===== src/rtl/sclk_pkg.sv =====
package sclk_pkg;
  localparam int CFG_W   = 32;
  localparam int FLD_W   = 6;
  localparam int BYP_BIT = 31;
  localparam int DIV_LSB = 12;
  localparam int HI_LSB  = 6;
endpackage


===== src/rtl/sclk_cfg_decode.sv =====
module sclk_cfg_decode #(
  parameter int CFG_W   = sclk_pkg::CFG_W,
  parameter int FLD_W   = sclk_pkg::FLD_W,
  parameter int BYP_BIT = sclk_pkg::BYP_BIT,
  parameter int DIV_LSB = sclk_pkg::DIV_LSB,
  parameter int HI_LSB  = sclk_pkg::HI_LSB
) (
  input  logic [CFG_W-1:0] cfg_i,
  output logic             byp_o,
  output logic [FLD_W-1:0] dm1_o,
  output logic [FLD_W-1:0] hi_o
);
  logic [FLD_W-1:0] raw_dm1, raw_hi;

  assign raw_dm1 = cfg_i[DIV_LSB +: FLD_W];
  assign raw_hi  = cfg_i[HI_LSB +: FLD_W];
  assign byp_o   = cfg_i[BYP_BIT];

  always_comb begin
    dm1_o = (raw_dm1 == '0) ? FLD_W'(1) : raw_dm1;
    // keep at least one high cycle per period
    hi_o  = (raw_hi >= dm1_o) ? dm1_o - FLD_W'(1) : raw_hi;
  end
endmodule


===== src/rtl/sclk_phase_cnt.sv =====
module sclk_phase_cnt #(
  parameter int FLD_W = sclk_pkg::FLD_W
) (
  input  logic             clk_i,
  input  logic             rst_ni,
  input  logic             active_i,
  input  logic             byp_i,
  input  logic [FLD_W-1:0] dm1_i,
  input  logic [FLD_W-1:0] hi_i,
  output logic             run_o,
  output logic [FLD_W-1:0] cnt_o,
  output logic             byp_o,
  output logic [FLD_W-1:0] dm1_o,
  output logic [FLD_W-1:0] hi_o
);
  logic             run_q, byp_q;
  logic [FLD_W-1:0] cnt_q, dm1_q, hi_q;
  logic             reload;

  assign reload = !run_q || (cnt_q == dm1_q);

  always_ff @(posedge clk_i or negedge rst_ni) begin
    if (!rst_ni) begin
      run_q <= 1'b0;
      cnt_q <= '0;
      byp_q <= 1'b0;
      dm1_q <= FLD_W'(1);
      hi_q  <= '0;
    end else if (!active_i) begin
      run_q <= 1'b0;
      cnt_q <= '0;
    end else if (reload) begin
      run_q <= 1'b1;
      cnt_q <= '0;
      byp_q <= byp_i;
      dm1_q <= dm1_i;
      hi_q  <= hi_i;
    end else begin
      cnt_q <= cnt_q + FLD_W'(1);
    end
  end

  assign run_o = run_q;
  assign cnt_o = cnt_q;
  assign byp_o = byp_q;
  assign dm1_o = dm1_q;
  assign hi_o  = hi_q;
endmodule


===== src/rtl/sclk_out_decode.sv =====
module sclk_out_decode #(
  parameter int FLD_W = sclk_pkg::FLD_W
) (
  input  logic             clk_i,
  input  logic             run_i,
  input  logic             byp_i,
  input  logic [FLD_W-1:0] cnt_i,
  input  logic [FLD_W-1:0] hi_i,
  output logic             sclk_o,
  output logic             launch_o,
  output logic             sample_o
);
  logic [FLD_W:0] rise_cnt;
  logic           phase_hi;

  assign rise_cnt = {1'b0, hi_i} + (FLD_W+1)'(1);
  assign phase_hi = cnt_i > hi_i;

  always_comb begin
    sclk_o   = run_i & (byp_i ? clk_i : phase_hi);
    launch_o = run_i & (byp_i | (cnt_i == '0));
    sample_o = run_i & (byp_i | ({1'b0, cnt_i} == rise_cnt));
  end
endmodule


===== src/rtl/sclk_gen.sv =====
module sclk_gen #(
  parameter int CFG_W   = sclk_pkg::CFG_W,
  parameter int FLD_W   = sclk_pkg::FLD_W,
  parameter int BYP_BIT = sclk_pkg::BYP_BIT,
  parameter int DIV_LSB = sclk_pkg::DIV_LSB,
  parameter int HI_LSB  = sclk_pkg::HI_LSB
) (
  input  logic             clk_i,
  input  logic             rst_ni,
  input  logic             active_i,
  input  logic [CFG_W-1:0] cfg_i,
  output logic             sclk_o,
  output logic             launch_o,
  output logic             sample_o
);
  logic             dec_byp;
  logic [FLD_W-1:0] dec_dm1, dec_hi;
  logic             run_w, byp_w;
  logic [FLD_W-1:0] cnt_w, dm1_w, hi_w;

  sclk_cfg_decode #(
    .CFG_W(CFG_W), .FLD_W(FLD_W), .BYP_BIT(BYP_BIT),
    .DIV_LSB(DIV_LSB), .HI_LSB(HI_LSB)
  ) u_dec (
    .cfg_i(cfg_i), .byp_o(dec_byp), .dm1_o(dec_dm1), .hi_o(dec_hi)
  );

  sclk_phase_cnt #(.FLD_W(FLD_W)) u_cnt (
    .clk_i(clk_i), .rst_ni(rst_ni), .active_i(active_i),
    .byp_i(dec_byp), .dm1_i(dec_dm1), .hi_i(dec_hi),
    .run_o(run_w), .cnt_o(cnt_w), .byp_o(byp_w), .dm1_o(dm1_w), .hi_o(hi_w)
  );

  sclk_out_decode #(.FLD_W(FLD_W)) u_out (
    .clk_i(clk_i), .run_i(run_w), .byp_i(byp_w), .cnt_i(cnt_w), .hi_i(hi_w),
    .sclk_o(sclk_o), .launch_o(launch_o), .sample_o(sample_o)
  );
endmodule


===== config.mk =====
export PLATFORM = sky130hd
export DESIGN_NAME = sclk_gen
export DESIGN_NICKNAME = d
export VERILOG_FILES = /design/src/rtl/sclk_pkg.sv /design/src/rtl/sclk_cfg_decode.sv /design/src/rtl/sclk_phase_cnt.sv /design/src/rtl/sclk_out_decode.sv /design/src/rtl/sclk_gen.sv
export SDC_FILE = /design/constraint.sdc
export NUM_CORES = 1
export LEC_CHECK = 0
export ABC_CLOCK_PERIOD_IN_PS = 4480
export CORE_ASPECT_RATIO = 0.8
export CORE_MARGIN = 2
export CORE_UTILIZATION = 60
export CTS_CLUSTER_SIZE = 12
export DETAILED_ROUTE_END_ITERATION = 16
export DONT_BUFFER_PORTS = 1
export GPL_ROUTABILITY_DRIVEN = 1
export PLACE_DENSITY = 0.73
export SLEW_MARGIN = 20
export SYNTH_ARGS = -nofsm -noshare
export SYNTH_HDL_FRONTEND = slang
export SYNTH_SLANG_ARGS = --single-unit

===== constraint.sdc =====
create_clock -name clk_i -period 4.48 [get_ports clk_i]
set_input_delay 0.224 -clock clk_i [delete_from_list [all_inputs] [get_ports clk_i]]
set_output_delay 0.224 -clock clk_i [all_outputs]
set_load 0.05 [all_outputs]

# [After elaboration in Yosys (flattened, before gate mapping)]
# Index checks and enable logic that the tools add are counted.
[totals] wordCells=30 register_bits=20 out_inout_bits=3
[op_classes] eq_ne=3 muxes=7 add_sub_neg=3 n_lt_le_gt_ge=2 n_reduce_logical=5 bitwise=5
[ops] operator="6-bit 2-to-1 mux" n=4
[ops] operator="6-bit logical NOT" n=2
[ops] operator="6-bit by 1-bit adder with 7-bit output (second input constant)" n=1
[ops] operator="6-bit by 7-bit == test with 1-bit output" n=1
[ops] operator="6-bit by 1-bit adder with 6-bit output (second input constant)" n=1
[ops] operator="6-bit == test" n=1
[ops] operator="6-bit greater-or-equal comparator" n=1
[ops] operator="6-bit > comparator" n=1
[ops] operator="6-bit by 1-bit subtractor with 6-bit output (second input constant)" n=1
[ops] operator="1-bit AND" n=3
[ops] operator="1-bit 2-to-1 mux" n=3
[ops] operator="2-bit by 1-bit inequality test with 1-bit output (second input constant)" n=1
[ops] operator="1-bit OR" n=2
[ops] operator="2-bit AND reduction" n=1
[ops] operator="1-bit logical NOT" n=1
[ops] operator="1-bit logical OR" n=1

# [Logic depth before layout (Yosys ltp)]
# Gate-level depths: netlist (run 1).
[depth] depth_word=4 mapped_depth=9 mapped_depth_nobuf=9

# [Modules after synthesis]
# Synthesis (run 1) repeated with hierarchy kept, for this count alone.
[hier_totals] hier_cells=195 hier_area_um2=1784.2
[modules_own_cells] mod="sclk_phase_cnt" seq_area_each_um2=501.7 area_each_um2=1097.3 cells_each=106 n_inst=1
[modules_own_cells] mod="sclk_out_decode" seq_area_each_um2=0.0 area_each_um2=349.1 cells_each=43 n_inst=1
[modules_own_cells] mod="sclk_cfg_decode" seq_area_each_um2=0.0 area_each_um2=337.8 cells_each=46 n_inst=1

==> results.cfg, run 1 <==
[synthesis]
syn_area_per_cell_sq_um = 9.819
synth-seq-cells = 20
synth-edff-count = 0
yosys.cell_types.count = 37
synth-async-reset-ratio_pct = 100.0
yosys.area.top_type = dfrtp_1
yosysWarnings = 0
synth_flop_cell = dfrtp_1
synth_commonest_cells = dfrtp_1, ha_1, inv_1
syn_inst = 151
syn_area_sq_mm = 0.001483
synthTopCellsByArea = dfrtp_1, ha_1, mux2i_1
yosys.cell_count.top_type = dfrtp_1
synth_nets = 202
yosysSeqAreaShare_pct = 33.84
netlist.area_leader.share_pct = 32.07

[timing]
setup_viol = 0
hold_viol = 0
fmax_mhz = 304.8
worst_slew_pin_slew_ns = 1.585
maxSlewHeadroom_pct = -6.636
worst_slack_ns = 1.200
fin_crit_ns = 3.280
fin_crit_sh_pct = 73.22
slew_violations = 1
skew_ns = 0.008335
rsz0062_at_grt = false
setup-tns-final_ns = 0

[pwr]
leakage_nw = 0.8151
p_per_area_mw_per_mm2 = 334.0
ir_drop_mv = 0.2624
power_uw = 546.6

[detailed_routing]
wl_met1_um = 1384
routed-wl-met2_um = 1407
finalWirelength_um = 2998
firstDrtPassIters = 4
route.met3.wl_um = 180
maxUsedRoutingLayer = met4
route.detailed.drc = 0
wl_per_cell_um = 15.86
drt_iter0_drc = 58
detail_route.vias_per_cell = 5.968
ant_nets = 0
dr_total_vias = 1128

[setup_path]
crit_slowest_cell = a21boi_0
cp-end-kind = primary output
crit_chain = ha_1 -> nor2b_1 -> o21a_1 -> o2111ai_1 -> a211o_1 -> a21boi_0
ff2ff_path_depth = 5
r2r-end = u_cnt.dm1_o[4]
slowest_delay_ns = 1.21
cp.required_ns = 4.26
start_kind = flop
cp_num_buf_inv = 0
cp_max_fo = 6
ff2ff_setup_slack_ns = 2.56
worstPathArrival_ns = 3.06
worstSetupPathType = reg2out
reg2reg_from = u_cnt.cnt_o[4]
path_delay_family = compound AO/OA/AOI/OAI gates

[clock_tree]
clk_pin_slew_ns = 0.11
cts_tree = built
clk_latency_ns = 0.41
cts_resized = 0
cts_setup_buffers = 0

[status]
outcome = complete, but fails checks
violations = max-capacitance violations, max-slew violations

[finish]
area_delta_synth_final_pct = 10.38
instances_no_fill = 189
drive_gt1_share_pct = 9.877
n_antenna_cell = 0
fin_nets = 214
fill_cells = 199

[floorplan]
dieArea_sq_mm = 0.002887
core_area_sq_mm = 0.002402
die_w_um = 59.58
fp.dieH_um = 48.46
fp-row-count = 16
io_pins = 38
start_util_pct = 61.72

[placed_design]
place_ws_ns = 1.507
port-buffer-count = 0
dpl.hpwl_um = 2282
gp_congestion = 0.8790
post-place-cells = 173

[hold_path]
min_to = u_cnt.hi_o[4]
min_from = cfg_i[10]
hold_depth = 2
hold_class = in2reg

[global_routing]
grt_pass1_wl_um = 5188
grt_overflow = 0
grt_max_degree = 21
antenna_found_initial = 0
grtUsageTotal_pct = 24.78
grt_pass1_vias = 1153

[run]
maxCapViolCount = 1
[cells in the final DEF (no fill, tap or decap), types with 6 or more instances in the layout]
master and n:
dfrtp_1 19, inv_1 16, ha_1 16, nor2_1 11, a21oi_1 11, mux2i_1 11, xor2_1 9, xnor2_1 9
dlygate4sd3_1 9, clkbuf_4 6
[flip-flops by register name, indices dropped and copies added, names as in the netlist]
register,flops
u_cnt.run_o,1
u_cnt.byp_o,1
u_cnt.hi_o,6
u_cnt.cnt_o,6
u_cnt.dm1_o,6
[kinds of logic (layout without fill, tap and decap cells)]
logic type / Yosys count / in the layout / synth area share (%)
and+or+nand+nor: 32 / 32 / 10.63
AOI/OAI and AO/OA: 25 / 25 / 11.14
buffers and inverters: 21 / 32 / 5.992
DFF: 20 / 20 / 33.84
muxes: 19 / 19 / 14.26
xor gates and xnor gates: 18 / 18 / 10.63
adders and majority gates: 16 / 16 / 13.50
[through the flow]
| stage | hold slack, ns | util, % | area (sq um) |
|---|---|---|---|
| 6_report | 0.002042 | 68.13 | 1637 |
| 2_1_floorplan | -0.07159 | - | 1483 |
| 5_1_grt | 0.01430 | 68.13 | 1637 |
| 4_1_cts | 0.002771 | 68.13 | 1637 |
| 3_5_place_dp | -0.07117 | 61.93 | 1488 |
| 3_3_place_gp | -0.07120 | 61.93 | 1488 |
[metal layers]
layer  vias up  track usage [%]
li1        547                -
met1       546            34.03
met2        31            36.45
met3         4            10.43
met4         0            5.926
met5         -                0
[report_power, final]
| part | switching (mW) | internal [mW] | leakage, nW |
|---|---|---|---|
| logic | 0.0829 | 0.0739 | 0.531 |
| clock network | 0.0760 | 0.0808 | 0.0392 |
| registers | 0.0265 | 0.206 | 0.245 |
[cell type report]
cell class	instances	area, sq um	area share [%]
multi-input cells	110	892.1	54.51
flip-flops and latches	20	501.7	30.66
repair buffers	9	90.09	5.505
inverters	16	60.06	3.670
clock buffers	7	58.81	3.593
well taps	27	33.78	2.064
[what timing repair did]
action	in CTS	in global routing
endpoints found under the setup margin	0	0
hold buffers	9	0
hold endpoints to repair	28	0
[worst max-delay path by stage]
stage	from	endpoint	slack [ns]	depth (start not counted)
2_1_floorplan	clk_i	sclk_o	1.51	2
3_3_place_gp	clk_i	sclk_o	1.51	2
3_5_place_dp	clk_i	sclk_o	1.51	2
4_1_cts	u_cnt.cnt_o[1]	sclk_o	1.16	6
5_1_grt	u_cnt.cnt_o[1]	sclk_o	1.05	6
6_report	u_cnt.cnt_o[1]	sclk_o	1.20	6
Note: power is estimated with default switching activity, not from simulation.
==> run 2, diff against run 1 <==
ABC_CLOCK_PERIOD_IN_PS = 3300   (was 4480)
clock period = 3.3 ns   (was 4.48 ns; I/O delays follow)
==> run 2 against run 1 <==
Against the previous run:
- the flow finishes with violations (negative hold slack)
- largest cell class unchanged
- critical path depth is the same
- setup slack lost 0.73 ns
- clock skew grew 0.00060 ns
- routed wire length grew 5.0%
- clock power grew 36%
- final area grew 1.8%
- combinational power grew 39%
- power grew 37%
- die area is the same
- sequential share of layout area shrank 0.55 points
- highest routed layer unchanged
- first-iteration DRC count grew 10%
- global-route usage grew 0.94 points
==> results.cfg, run 2 (synthesis results as in run 1) <==
[placed_design]
dpl.hpwl_um = 2282
port-buffer-count = 0
post-place-cells = 173
placed_area_sq_mm = 0.001488
place_ws_ns = 0.5883
gp_congestion = 0.8790

[setup_path]
worstSetupPathType = reg2out
worstPathArrival_ns = 2.67
ff2ff_setup_slack_ns = 1.38
cp_max_fo = 6
start_kind = flop
r2r-end = u_cnt.dm1_o[4]
ff2ff_path_depth = 5
cp-end-kind = primary output
reg2reg_from = u_cnt.cnt_o[4]
cp.required_ns = 3.13

[timing]
hold_viol = 1
setup-tns-final_ns = 0
worst_slew_pin_slew_ns = 1.034
setup_viol = 0
maxSlewHeadroom_pct = 30.94
rsz0062_at_grt = false
worst_slack_ns = 0.4683
skew_ns = 0.008931
whs_ns = -0.01268
slew_violations = 0
fmax_mhz = 353.1
fin_crit_sh_pct = 85.81
fin_crit_ns = 2.832

[finish]
final_common_cell = dfrtp_1
area_delta_synth_final_pct = 12.41
instances_no_fill = 192
final_cell_mix = dfrtp_1, inv_1, ha_1
n_antenna_cell = 0
fin_nets = 217
post-route-util_pct = 69.38
fill_cells = 195
drive_gt1_share_pct = 9.697
fin_area_sq_mm = 0.001667

[hold_path]
hold_class = in2reg
hold_depth = 2
min_from = cfg_i[7]
min_to = u_cnt.hi_o[1]

[detailed_routing]
wl_per_cell_um = 16.40
firstDrtPassIters = 4
finalWirelength_um = 3149
dr_total_vias = 1170
drt_iter0_drc = 64
ant_nets = 0
detail_route.vias_per_cell = 6.094
route.detailed.drc = 0

[floorplan]
fp.dieH_um = 48.46
core_area_sq_mm = 0.002402
dieArea_sq_mm = 0.002887
fp-row-count = 16
io_pins = 38
start_util_pct = 61.72
die_w_um = 59.58

[pwr]
p_per_area_mw_per_mm2 = 448.9
leakage_nw = 0.8281
power_uw = 748.2
ir_drop_mv = 0.3563

[clock_tree]
cts_tree = built
clk_pin_slew_ns = 0.11
clk_latency_ns = 0.42

[global_routing]
grt_overflow = 0
antenna_found_initial = 0
grt_pass1_wl_um = 5333
grtUsageTotal_pct = 25.72
grt_pass1_vias = 1172
grt_max_degree = 21

[status]
violations = negative hold slack
outcome = complete, but fails checks

[run]
maxCapViolCount = 0
run 2: cell count changes in the layout (fill, tap and decap cells not counted):
cell | before | now
dlygate4sd3_1 | 9 | 12
a21boi_0 | 1 | 0
a21boi_1 | 0 | 1
run 2: worst max-delay path, stage by stage (launching register included):
cell	delay, ns
dfrtp_1	0.48
ha_1	0.33
nor2b_1	0.13
o21a_1	0.12
o2111ai_1	0.11
a211o_1	0.27
a21boi_1	0.82
run 2: layout make-up:
cell class | instances | area (sq um) | share of cell area, %
tap | 27 | 33.78 | 2.027
clock buffer | 7 | 58.81 | 3.529
sequential | 20 | 501.7 | 30.11
multi-input combinational | 110 | 892.1 | 53.53
timing repair buffer | 12 | 120.1 | 7.207
inverter | 16 | 60.06 | 3.604
run 2: layer usage:
| metal | share of wire [%] | wire length [um] | GRT usage (%) |
|---|---|---|---|
| met2 | 47 | 1487 | 37.55 |
| met1 | 46 | 1434 | 34.90 |
| met4 | 1.5 | 46 | 8.519 |
| met5 | 0 | 0 | 0 |
| met3 | 5.7 | 180 | 10.16 |
run 2: how the worst max path moves through the flow:
stage | startpoint | endpoint | slack, ns | cells past startpoint
finish | u_cnt.cnt_o[1] | sclk_o | 0.47 | 6
global placement | u_cnt.cnt_o[1] | sclk_o | 0.60 | 6
detailed placement | u_cnt.cnt_o[1] | sclk_o | 0.59 | 6
CTS | u_cnt.cnt_o[1] | sclk_o | 0.04 | 6
floorplan | u_cnt.cnt_o[1] | sclk_o | 0.70 | 6
global route | u_cnt.cnt_o[1] | sclk_o | 0.33 | 6
run 2: what timing repair did:
item,CTS,global route
endpoints found under the hold margin,31,0
endpoints found under the setup margin,0,1
resized for setup,0,1
hold buffers,12,0
buffers inserted,0,0
run 2: report_power, final:
group          switching, mW  internal, mW
combinational          0.115         0.103
clock                  0.104         0.110
sequential            0.0357         0.280
==> run 3, diff against run 2 <==
CORE_UTILIZATION = 50   (was 60)
PLACE_DENSITY = 0.62   (was 0.73)
==> run 3 against run 2 <==
Against the previous run:
- the flow finishes with violations (max-capacitance violations, max-slew violations)
- combinational power down 3%
- global-route usage down 3.8 points
- die area up 18%
- critical endpoint unchanged
- largest cell class unchanged
- largest power group is now the clock network
- highest routed layer unchanged
==> results.cfg, run 3 (synthesis results as in run 1) <==
[detailed_routing]
dr_total_vias = 1128
firstDrtPassIters = 4
drt_iter0_drc = 48
wl_per_cell_um = 15.55
finalWirelength_um = 3094
ant_nets = 0
route.detailed.drc = 0
detail_route.vias_per_cell = 5.668

[setup_path]
reg2reg_from = u_cnt.cnt_o[4]
cp-end-kind = primary output
worstPathArrival_ns = 3.01
cp_max_fo = 6
worstSetupPathType = reg2out
startpoint = u_cnt.cnt_o[1]
cp.required_ns = 3.13
start_kind = flop
crit_slowest_cell = a21boi_0
slowest_delay_ns = 1.20
crit_chain = ha_1 -> nor2b_1 -> o21a_1 -> o2111ai_1 -> a211o_1 -> a21boi_0

[finish]
final_common_cell = dfrtp_1
drive_gt1_share_pct = 9.938
area_delta_synth_final_pct = 14.26
n_antenna_cell = 0
final_cell_mix = dfrtp_1, inv_1, ha_1
multiInputGateArea_sq_um = 892.1
regArea_sq_um = 501.7
fin_nets = 213
instances_no_fill = 199
fin_area_sq_mm = 0.001694
fill_cells = 246

[floorplan]
fp-row-count = 17
io_pins = 38
core_area_sq_mm = 0.002786
start_util_pct = 53.21
dieArea_sq_mm = 0.003420
fp.dieH_um = 52.71
die_w_um = 64.88

[pwr]
leakage_nw = 0.8334
switchingPower_uw = 266.6
p_int_uw = 621.5
ir_drop_mv = 0.3375
switching_share_pct = 30.02
pwr-share-comb_pct = 23.9
clkPwrFrac_pct = 40.3
pwr-share-seq_pct = 35.7
p_per_area_mw_per_mm2 = 524.2

[timing]
fmax_mhz = 314.5
worst_slack_ns = 0.1200
skew_ns = 0.006337
slew_violations = 1
worst_slew_pin_slew_ns = 1.563
setup-tns-final_ns = 0
rsz0062_at_grt = false
hold_viol = 0
fin_crit_sh_pct = 96.36
setup_viol = 0
maxSlewHeadroom_pct = -5.147
fin_crit_ns = 3.180

[placed_design]
placed_area_sq_mm = 0.001501
dpl.hpwl_um = 2307
port-buffer-count = 0
post-place-cells = 184
place_ws_ns = 0.5889
gp_congestion = 0.8143

[clock_tree]
cts_resized = 0
clk_latency_ns = 0.37
cts_setup_buffers = 0
clk_pin_slew_ns = 0.08
cts_tree = built
hold_buffers = 8

[run]
maxCapViolCount = 1

[global_routing]
grt_overflow = 0
grtUsageTotal_pct = 21.89
grt_pass1_vias = 1210
grt_pass1_wl_um = 5409
antenna_found_initial = 0
grt_max_degree = 21

[status]
outcome = complete, but fails checks
violations = max-capacitance violations, max-slew violations

[hold_path]
min_from = cfg_i[9]
hold_class = in2reg
run 3: final cells by class:
| cell class | instances | area share, % |
|---|---|---|
| multi-input cells | 110 | 52.66 |
| well taps | 38 | 2.807 |
| clock buffers | 6 | 4.874 |
| clock inverters | 1 | 1.773 |
| repair buffers | 8 | 4.727 |
| inverters | 16 | 3.545 |
| flip-flops and latches | 20 | 29.62 |
run 3: through the flow:
stage / hold WS (ns) / power [mW] / utilization [%]
detailed placement: -0.1302 / 0.5387 / 53.88
global route: 0.01010 / 0.9445 / 60.80
CTS: 0.001743 / 0.8978 / 60.80
floorplan: -0.1306 / 0.4977 / -
global placement: -0.1302 / 0.5301 / 53.88
finish: 0.003901 / 0.8880 / 60.80
run 3: power groups by stage:
| stage | sequential [mW] | combinational, mW | clock (mW) |
|---|---|---|---|
| 5_1_grt | 0.322 | 0.239 | 0.384 |
| 4_1_cts | 0.316 | 0.213 | 0.368 |
| 2_1_floorplan | 0.310 | 0.169 | 0.0186 |
| 3_3_place_gp | 0.321 | 0.191 | 0.0186 |
| 3_5_place_dp | 0.321 | 0.199 | 0.0186 |
| 6_report | 0.317 | 0.212 | 0.358 |
run 3: critical path: cells and delay by family, from the launching register on:
family | cells | cell delay (ns)
simple gates | 1 | 0.13
fa+ha+maj | 1 | 0.33
flops | 1 | 0.47
compound gates | 4 | 1.71
run 3: path summary, 6_finish.rpt:
kind / slack, ns / depth (start not counted) / to
max in group asynchronous: 2.36 / 1 / u_cnt.hi_o[5]
max reg2reg: 1.40 / 5 / u_cnt.hi_o[0]
min reg2reg: 0.53 / 1 / u_cnt.dm1_o[4]
min: 0.004 / 2 / u_cnt.hi_o[3]
max: 0.12 / 6 / sclk_o
min in group asynchronous: 0.38 / 1 / u_cnt.dm1_o[3]
run 3: metal layers:
layer	share of wire, %	up-vias	track usage (%)	wire [um]
met5	0	-	0	0
met4	0.39	0	7.447	12
met3	5.5	3	9.032	170
met2	46	26	34.36	1438
met1	48	551	27.28	1473
li1	-	548	-	-
